<file path="config.mk">
export PLATFORM = sky130hd
export DESIGN_NAME = guest_tag_alloc
export DESIGN_NICKNAME = d
export VERILOG_FILES = /design/src/rtl/guest_tag_pkg.sv /design/src/rtl/guest_tag_ctrl.sv /design/src/rtl/guest_tag_dp.sv /design/src/rtl/guest_tag_alloc.sv
export SDC_FILE = /design/constraint.sdc
export NUM_CORES = 1
export LEC_CHECK = 0
export BUFFER_PORTS_ARGS = -buffer_cell sky130_fd_sc_hd__clkbuf_2
export CORE_ASPECT_RATIO = 1.1
export CORE_MARGIN = 2
export CORE_UTILIZATION = 55
export CTS_BUF_LIST = sky130_fd_sc_hd__clkbuf_16
export CTS_CLUSTER_DIAMETER = 80
export DETAILED_ROUTE_END_ITERATION = 7
export PLACE_DENSITY = 0.88
export SLEW_MARGIN = 40
export SYNTH_ARGS = -nofsm -noshare
export SYNTH_HDL_FRONTEND = slang
export SYNTH_SLANG_ARGS = --single-unit
</file>
<file path="constraint.sdc">
create_clock -name clk -period 6.65 [get_ports clk]
set_input_delay 1.33 -clock clk [delete_from_list [all_inputs] [get_ports clk]]
set_output_delay 1.33 -clock clk [all_outputs]
set_load 0.03 [all_outputs]
</file>
<file path="src/rtl/guest_tag_pkg.sv">
package guest_tag_pkg;

  typedef enum logic [2:0] {
    FLUSH_NONE          = 3'd0,
    FLUSH_TAG_ALL       = 3'd1,
    FLUSH_TAG_NONGLOBAL = 3'd3,
    FLUSH_LOCAL_CPU     = 3'd7
  } flush_e;

  // decision strobes from control to datapath
  typedef struct packed {
    logic accept;
    logic err;
    logic keep;
    logic fresh;
    logic roll;
  } alloc_strobe_t;

endpackage

</file>
<file path="src/rtl/guest_tag_ctrl.sv">
module guest_tag_ctrl
  import guest_tag_pkg::*;
#(
  parameter int TAG_W = 8,
  parameter int GEN_W = 8
) (
  input  logic             clk,
  input  logic             rstN,
  input  logic             reqValid,
  input  logic [TAG_W-1:0] reqTag,
  input  logic [GEN_W-1:0] reqGen,
  input  logic [TAG_W-1:0] maxTag,
  input  logic [TAG_W:0]   nextTag,
  input  logic [GEN_W-1:0] curGen,
  output logic             reqReady,
  output alloc_strobe_t    strobe
);

  logic readyQ;
  logic noTags;
  logic tagInRange;
  logic genMatch;
  logic poolSpent;

  always_ff @(posedge clk) begin
    if (!rstN) readyQ <= 1'b0;
    else       readyQ <= 1'b1;
  end

  assign reqReady = readyQ;

  always_comb begin
    noTags       = (maxTag == '0);
    tagInRange   = (reqTag != '0) && (reqTag <= maxTag);
    genMatch     = (reqGen == curGen);
    poolSpent    = (nextTag > {1'b0, maxTag});
    strobe.accept = reqValid && readyQ;
    strobe.err    = strobe.accept && noTags;
    strobe.keep   = strobe.accept && !noTags && genMatch && tagInRange;
    strobe.fresh  = strobe.accept && !noTags && !(genMatch && tagInRange);
    strobe.roll   = strobe.fresh && poolSpent;
  end

  // exactly one outcome per accepted request
  assert_one_outcome_R3: assert property (@(posedge clk) disable iff (!rstN)
    strobe.accept |-> $countones({strobe.err, strobe.keep, strobe.fresh}) == 1);

  // nothing decided without acceptance
  assert_idle_quiet_R8: assert property (@(posedge clk) disable iff (!rstN)
    !strobe.accept |-> $onehot0({strobe.err, strobe.keep, strobe.fresh}) &&
                       !strobe.err && !strobe.keep && !strobe.fresh);

endmodule

</file>
<file path="src/rtl/guest_tag_dp.sv">
module guest_tag_dp
  import guest_tag_pkg::*;
#(
  parameter int TAG_W = 8,
  parameter int GEN_W = 8
) (
  input  logic               clk,
  input  logic               rstN,
  input  logic [TAG_W:0]     cfgTagCount,
  input  logic [TAG_W-1:0]   reqTag,
  input  alloc_strobe_t      strobe,
  output logic [TAG_W-1:0]   maxTag,
  output logic [TAG_W:0]     nextTag,
  output logic [GEN_W-1:0]   curGen,
  output logic               rspValid,
  output logic [TAG_W-1:0]   rspTag,
  output logic [GEN_W-1:0]   rspGen,
  output flush_e             rspFlush,
  output logic               rspErr
);

  localparam logic [TAG_W:0]   FIRST_TAG  = {{TAG_W{1'b0}}, 1'b1};
  localparam logic [TAG_W:0]   SECOND_TAG = FIRST_TAG + FIRST_TAG;
  localparam logic [GEN_W-1:0] FIRST_GEN  = {{(GEN_W-1){1'b0}}, 1'b1};

  logic [TAG_W:0]   countMinus1;
  logic [TAG_W-1:0] maxTagCfg;
  logic [GEN_W-1:0] genInc;
  logic [GEN_W-1:0] genNext;

  always_comb begin
    countMinus1 = cfgTagCount - FIRST_TAG;
    if (cfgTagCount == '0)       maxTagCfg = '0;
    else if (countMinus1[TAG_W]) maxTagCfg = '1;
    else                         maxTagCfg = countMinus1[TAG_W-1:0];
    genInc  = curGen + FIRST_GEN;
    genNext = (genInc == '0) ? FIRST_GEN : genInc;
  end

  // allocation state
  always_ff @(posedge clk) begin
    if (!rstN) begin
      maxTag  <= maxTagCfg;
      nextTag <= FIRST_TAG;
      curGen  <= FIRST_GEN;
    end else if (strobe.roll) begin
      nextTag <= SECOND_TAG;
      curGen  <= genNext;
    end else if (strobe.fresh) begin
      nextTag <= nextTag + FIRST_TAG;
    end
  end

  // response register
  always_ff @(posedge clk) begin
    if (!rstN) begin
      rspValid <= 1'b0;
      rspTag   <= '0;
      rspGen   <= '0;
      rspFlush <= FLUSH_NONE;
      rspErr   <= 1'b0;
    end else begin
      rspValid <= strobe.accept;
      if (strobe.accept) begin
        rspErr   <= strobe.err;
        rspFlush <= strobe.roll ? FLUSH_TAG_ALL : FLUSH_NONE;
        rspGen   <= strobe.roll ? genNext : curGen;
        if (strobe.err)        rspTag <= '0;
        else if (strobe.keep)  rspTag <= reqTag;
        else if (strobe.roll)  rspTag <= FIRST_TAG[TAG_W-1:0];
        else                   rspTag <= nextTag[TAG_W-1:0];
      end
    end
  end

  assert_guest_tag_range_R1: assert property (@(posedge clk) disable iff (!rstN)
    (rspValid && !rspErr) |-> (rspTag != '0) && (rspTag <= maxTag));

  assert_keep_same_R3: assert property (@(posedge clk) disable iff (!rstN)
    strobe.keep |=> (rspTag == $past(reqTag)) && (rspFlush == FLUSH_NONE) &&
                    (nextTag == $past(nextTag)));

  assert_roll_flush_R5: assert property (@(posedge clk) disable iff (!rstN)
    (rspValid && rspFlush == FLUSH_TAG_ALL) |-> (rspTag == FIRST_TAG[TAG_W-1:0]));

  assert_roll_gen_moves_R5: assert property (@(posedge clk) disable iff (!rstN)
    strobe.roll |=> (curGen != $past(curGen)) && (rspGen == curGen));

  assert_gen_nonzero_R6: assert property (@(posedge clk) disable iff (!rstN)
    curGen != '0);

  assert_err_clean_R7: assert property (@(posedge clk) disable iff (!rstN)
    (rspValid && rspErr) |-> (rspTag == '0) && (rspFlush == FLUSH_NONE));

  assert_flush_codes_R9: assert property (@(posedge clk) disable iff (!rstN)
    (rspFlush == FLUSH_NONE) || (rspFlush == FLUSH_TAG_ALL));

endmodule

</file>
<file path="src/rtl/guest_tag_alloc.sv">
module guest_tag_alloc
  import guest_tag_pkg::*;
#(
  parameter int TAG_W = 8,
  parameter int GEN_W = 8
) (
  input  logic             clk,
  input  logic             rstN,
  input  logic [TAG_W:0]   cfgTagCount,
  input  logic             reqValid,
  output logic             reqReady,
  input  logic [TAG_W-1:0] reqTag,
  input  logic [GEN_W-1:0] reqGen,
  output logic             rspValid,
  output logic [TAG_W-1:0] rspTag,
  output logic [GEN_W-1:0] rspGen,
  output logic [2:0]       rspFlush,
  output logic             rspErr
);

  alloc_strobe_t    strobe;
  logic [TAG_W-1:0] maxTag;
  logic [TAG_W:0]   nextTag;
  logic [GEN_W-1:0] curGen;
  flush_e           flushCode;

  guest_tag_ctrl #(.TAG_W(TAG_W), .GEN_W(GEN_W)) ctrl_i (
    .clk      (clk),
    .rstN     (rstN),
    .reqValid (reqValid),
    .reqTag   (reqTag),
    .reqGen   (reqGen),
    .maxTag   (maxTag),
    .nextTag  (nextTag),
    .curGen   (curGen),
    .reqReady (reqReady),
    .strobe   (strobe)
  );

  guest_tag_dp #(.TAG_W(TAG_W), .GEN_W(GEN_W)) dp_i (
    .clk         (clk),
    .rstN        (rstN),
    .cfgTagCount (cfgTagCount),
    .reqTag      (reqTag),
    .strobe      (strobe),
    .maxTag      (maxTag),
    .nextTag     (nextTag),
    .curGen      (curGen),
    .rspValid    (rspValid),
    .rspTag      (rspTag),
    .rspGen      (rspGen),
    .rspFlush    (flushCode),
    .rspErr      (rspErr)
  );

  assign rspFlush = flushCode;

  assert_answer_next_R8: assert property (@(posedge clk) disable iff (!rstN)
    (reqValid && reqReady) |=> rspValid);

  assert_no_spurious_R8: assert property (@(posedge clk) disable iff (!rstN)
    !(reqValid && reqReady) |=> !rspValid);

endmodule

</file>
[Word-level counts from Yosys, hierarchy flattened]
Index checks and enable logic that the tools add are counted.
Word-level totals
  bits in registers: 47
  bits of input ports: 28
  output and inout port bits: 22
  logic and storage cells: 44
Cells by class
  add/subtract/negate cells: 3
  magnitude comparators: 2
  equal/unequal tests: 1
  mux-type cells: 10
  bitwise gates (word level): 1
  reductions and logical operators: 17
Operators with widths (number)
  $mux 8: 6
  $logic_not 8->1: 2
  $add 9x1->9 const B: 1
  $gt 9x8->1: 1
  $logic_and 1x1->1: 9
  $logic_not 9->1: 1
  $sub 9x1->9 const B: 1
  $add 8x1->8 const B: 1
  $eq 8x8->1: 1
  $le 8x8->1: 1
  $reduce_bool 8->1: 1
  $mux 2: 2
  $logic_not 1->1: 2
  $mux 1: 2
  $reduce_bool 2->1: 1
  $reduce_or 2->1: 1
  $not 1->1: 1

[Depth between registers and ports, before layout]
  depth in word-level cells: 9
  mapped depth: 10
  gate-level depth less buffers: 8

[Modules after synthesis]
Synthesis repeated with hierarchy kept, for this count alone.
Unflattened totals
  cells, all modules: 303
  area, all modules: 2686.3 um^2
By module, submodules not included
  guest_tag_dp: instances 1, cells each 229, area an instance 2109.5 um^2, seq. area each 960.9 um^2
  guest_tag_ctrl: instances 1, cells each 74, area an instance 576.8 um^2, seq. area each 20.0 um^2

[Worst setup path before layout]
No wires, ideal clock.
  path kind: input to register
  from: input port reqTag[1]
  to: register dp_i.rspGen[4]
  library setup time: 0.074 ns
  arrival: 3.023 ns
  data required time: 6.576 ns
  setup slack: 3.553 ns
  cell stages on the path: 8
  path buffers: 1
  cell sequence: ha_1 > nor2b_1 > o211ai_1 > a211o_1 > and3_1 > buf_2 > or4_1 > a31oi_1
Between the ends
  cells in the longest elaborated chain, start to end: 7
  elaborated cells between the ends (all ways): 8
  classes of those cells: order compare: 1; mux: 1; reduce/logical: 6
Ends and longest elaborated chain
  start, declared: RTL line guest_tag_alloc.sv:12  | input logic [TAG_W-1:0] reqTag,
  $le 8x8->1 or $reduce_bool 8->1 (tied branches): RTL line guest_tag_ctrl.sv:34  | tagInRange = (reqTag != '0) && (reqTag <= maxTag);
  $logic_and 1x1->1 (*): RTL line guest_tag_ctrl.sv:34
  $logic_and 1x1->1 (*): RTL line guest_tag_ctrl.sv:40  | strobe.fresh = strobe.accept && !noTags && !(genMatch && tagInRange);
  $logic_not 1->1 (*): RTL line guest_tag_ctrl.sv:40
  $logic_and 1x1->1 (*): RTL line guest_tag_ctrl.sv:40
  $logic_and 1x1->1 (*): RTL line guest_tag_ctrl.sv:41  | strobe.roll = strobe.fresh && poolSpent;
  $mux 8 (*): RTL line guest_tag_dp.sv:67  | rspGen <= strobe.roll ? genNext : curGen;
  end signal, assigned: RTL line guest_tag_dp.sv:67
  end, declared: RTL line guest_tag_dp.sv:17  | output logic [GEN_W-1:0] rspGen,
Every way passes the cells marked *; elsewhere a longest branch is shown, timed or not.
A chain may end at the register's enable or synchronous reset.

[Worst setup path after layout]
  from: input port reqGen[4]
  to: register dp_i.nextTag[0]
Between the ends
  cells in the longest elaborated chain, start to end: 6
  elaborated cells between the ends (all ways): 7
  classes of those cells: eq/ne: 1; mux: 1; reduce/logical: 5
Ends and longest elaborated chain
  start, declared: RTL line guest_tag_alloc.sv:13  | input logic [GEN_W-1:0] reqGen,
  $eq 8x8->1 (*): RTL line guest_tag_ctrl.sv:35  | genMatch = (reqGen == curGen);
  $logic_and 1x1->1 (*): RTL line guest_tag_ctrl.sv:40
  $logic_not 1->1 (*): RTL line guest_tag_ctrl.sv:40
  $logic_and 1x1->1 (*): RTL line guest_tag_ctrl.sv:40
  $logic_and 1x1->1: RTL line guest_tag_ctrl.sv:41
  $mux 2 or $reduce_bool 2->1 (tied branches)
  end signal, assigned: RTL line guest_tag_dp.sv:50  | nextTag <= nextTag + FIRST_TAG;
  end, declared: RTL line guest_tag_dp.sv:13  | output logic [TAG_W:0] nextTag,
Marks and branches as above.

==> results_dict.tcl <==
set metrics [dict create \
    hold_start "dp_i.rspTag[6]" \
    fin_crit_sh_pct 53.28 \
    drive_above_1_share_pct 16.38 \
    antenna_found_initial 0 \
    finalCriticalPeriod_ns 3.543 \
    swShare_pct 24.20 \
    crit_end "dp_i.nextTag[0]" \
    synth_edf_count 8 \
    synth-seq-area-share_pct 36.38 \
    std_cell_rows 26 \
    synthFlopType "dfxtp_1" \
    synthTopCellsByCount "dfxtp_1, nand2_1, o21ai_0" \
    path_clk_slew_ns 0.06 \
    status "finished, final reports clean" \
    final.fill_count 393 \
    cts_setup_buffers 0 \
    instances_no_fill 410 \
    maxSlewHeadroom_pct 47.56 \
    n_antenna_cell 0 \
    yosysMostFrequentCell "dfxtp_1" \
    yosysTopAreaCell "dfxtp_1" \
    internal-power_mw 0.4943 \
    clkPwrFrac_pct 42.2 \
    fmax_mhz 282.2 \
    power_frac_comb_pct 12.8 \
    finish.net_count 400 \
    tightest_slew_ns 0.7858 \
    max-vdd-ir-drop_mv 0.1557 \
    grt_pass1_wl_um 10370 \
    die-area_mm2 0.005479 \
    dr.first_iter.drc_count 189 \
    drt-pass1-iter-count 4 \
    endpoint_kind "register" \
    insertion_delay_ns 0.29 \
    rsz0062_at_grt "false" \
    final_cell_area_mm2 0.003092 \
    vias_per_cell 6.137 \
    maxCapViolCount 0 \
    r2r_setup_slack_ns 3.86 \
    dieWidth_um 70.76 \
    numPlacedInstances 402 \
    cts_root_buf "clkbuf_16" \
    synth.area.top_cells "dfxtp_1, edfxtp_1, ha_1" \
    synth_area_mm2 0.002696 \
    worstPathArrival_ns 3.72 \
    track_usage_pct 23.20 \
    place_congestion 0.9494 \
    htreeDepth 2 \
    route.detailed.drc 0 \
    wl_per_cell_um 15.00 \
    switchingPower_mw 0.1578 \
    synth_top_area_share_pct 27.47 \
    syn_to_final_growth_pct 14.66 \
    clock_path_buffers 2 \
    io_pins 50 \
    startpoint_type "input pin" \
    drt-total-wl_um 6152 \
    synth-seq-cells 45 \
    grt_pass1_vias 2326 \
    hold_path.class "register to register" \
    crit_start "reqGen[4]" \
    yosysWarnings 0 \
    vias 2516 \
    syn_inst 314 \
    syn_avg_cell_area_um2 8.587 \
    critPathKind "input pin to register" \
    placed_area_mm2 0.002927 \
    start_util_pct 57.56 \
    worst-endpoint-required_ns 6.82 \
    portBuffers 47 \
    post_cts_resized 0 \
    crit_fanout 24 \
    fp.dieH_um 77.44 \
    fin_worst_skew_ns 0.005329 \
    grt.overflow.total 0 \
    setup_slack_ns 3.107 \
    cts_hold_buf 0 \
    leakagePower_nw 1.304 \
    setup_viol 0 \
    reg2reg_to "dp_i.nextTag[0]" \
    pre_cts_ws_ns 2.867 \
    maxSlewViolCount 0 \
    r2r_start "dp_i.curGen[4]" \
    power_per_cell_area_mw_per_mm2 210.9 \
    async_flop_share_pct 0 \
    cts_tree "done" \
    ant_nets 0 \
    r2r_cells 6 \
    clkSinkCount 45 \
    seq_power_share_pct 45.0 \
    dpl.hpwl_um 4569 \
    grt_max_degree 25 \
    fin_tns_setup_ns 0 \
    numCtsBuffers 5 \
    core_area_mm2 0.004684 \
    ys_types 49 \
    finalHoldViolCount 0 \
]
==> per-stage QoR <==
step,hold slack (ns),utilization [%],power (mW)
after floorplan,0.4674,-,0.3534
after global placement,0.4394,62.37,0.3768
after detailed placement,0.4434,62.47,0.3814
after CTS,0.4568,66.00,0.6545
after global routing,0.4805,66.00,0.6796
final,0.4494,66.00,0.6522
==> power groups by stage <==
stage	clock (mW)	combinational (mW)	sequential, mW
after floorplan	0	0.0461	0.307
after global placement	0	0.0773	0.300
after detailed placement	0	0.0819	0.300
after CTS	0.278	0.0827	0.294
after global routing	0.291	0.0935	0.295
final	0.275	0.0832	0.294
==> area by class of cell <==
type,instances,area (um2),share of cell area [%]
clock buffers,5,125.1,4.047
repair buffers,47,235.2,7.608
inverters,17,63.81,2.064
flip-flops and latches,45,980.9,31.73
well taps,56,70.07,2.266
multi-input cells,237,1577,50.99
clock inverters,3,40.04,1.295
==> sequential cells by signal (all words and copies together), names as in the netlist <==
register and cells:
dp_i.rspTag 8, dp_i.rspGen 8, dp_i.curGen 8, dp_i.rspFlush 1, dp_i.rspErr 1, dp_i.nextTag 9, dp_i.maxTag 8, ctrl_i.reqReady 1
dp_i.rspValid 1
==> layout by cell type, fill, tap and decap left out, types with 2 or more instances in the layout <==
| master | count |
|---|---|
| dfxtp_1 | 37 |
| a21oi_1 | 24 |
| nor2_1 | 14 |
| a32o_1 | 2 |
| ha_1 | 19 |
| maj3_1 | 2 |
| a31oi_1 | 7 |
| and4_1 | 2 |
| and2_1 | 9 |
| nand4b_1 | 2 |
| or4_1 | 5 |
| nand2_1 | 29 |
| or3_1 | 3 |
| nor4_1 | 5 |
| o21a_1 | 2 |
| o31ai_1 | 7 |
| clkbuf_2 | 47 |
| nand3_1 | 8 |
| and3_1 | 3 |
| clkbuf_16 | 5 |
| xor2_1 | 6 |
| nand3b_1 | 2 |
| nor3_1 | 8 |
| o41ai_1 | 4 |
| o21ai_0 | 27 |
| nor2b_1 | 2 |
| mux2i_1 | 7 |
| a211o_1 | 4 |
| nand4_1 | 9 |
| xnor2_1 | 8 |
| edfxtp_1 | 8 |
| conb_1 | 2 |
| inv_1 | 17 |
==> worst min path at each step <==
stage | to | slack [ns] | cells past startpoint
5_1_grt | dp_i.rspTag[3] | 0.48 | 2
2_1_floorplan | dp_i.nextTag[8] | 0.47 | 2
4_1_cts | dp_i.rspTag[6] | 0.46 | 2
6_report | dp_i.rspTag[6] | 0.45 | 2
3_3_place_gp | dp_i.rspTag[6] | 0.44 | 2
3_5_place_dp | dp_i.rspTag[6] | 0.44 | 2
==> critical path, stage by stage <==
cell      delay (ns)
clkbuf_2        0.09
xor2_1          0.15
a211o_1         0.28
nor4_1          0.57
nand3_2         0.57
and3_1          0.43
a211o_1         0.29
==> metal layers <==
layer | GRT usage [%] | up-vias | share of wire (%)
li1 | - | 1244 | -
met1 | 28.08 | 1156 | 41
met3 | 5.325 | 14 | 6.0
met5 | 0 | - | 0
met2 | 39.81 | 102 | 50
met4 | 8.679 | 0 | 3.1
==> logic make-up (layout without fill, tap and decap cells) <==
| family | count (synthesis) | count (layout) | share of synthesized area (%) |
|---|---|---|---|
| simple gates | 108 | 108 | 21.49 |
| flops | 45 | 45 | 36.38 |
| compound gates | 85 | 85 | 19.81 |
| buf+inv | 33 | 72 | 5.476 |
| mux | 7 | 7 | 2.599 |
| other cells | 1 | 2 | 0.1391 |
| xor+xnor | 14 | 14 | 4.548 |
| fa+ha+maj | 21 | 21 | 9.559 |
No activity file was read; power rests on OpenSTA's default activity.
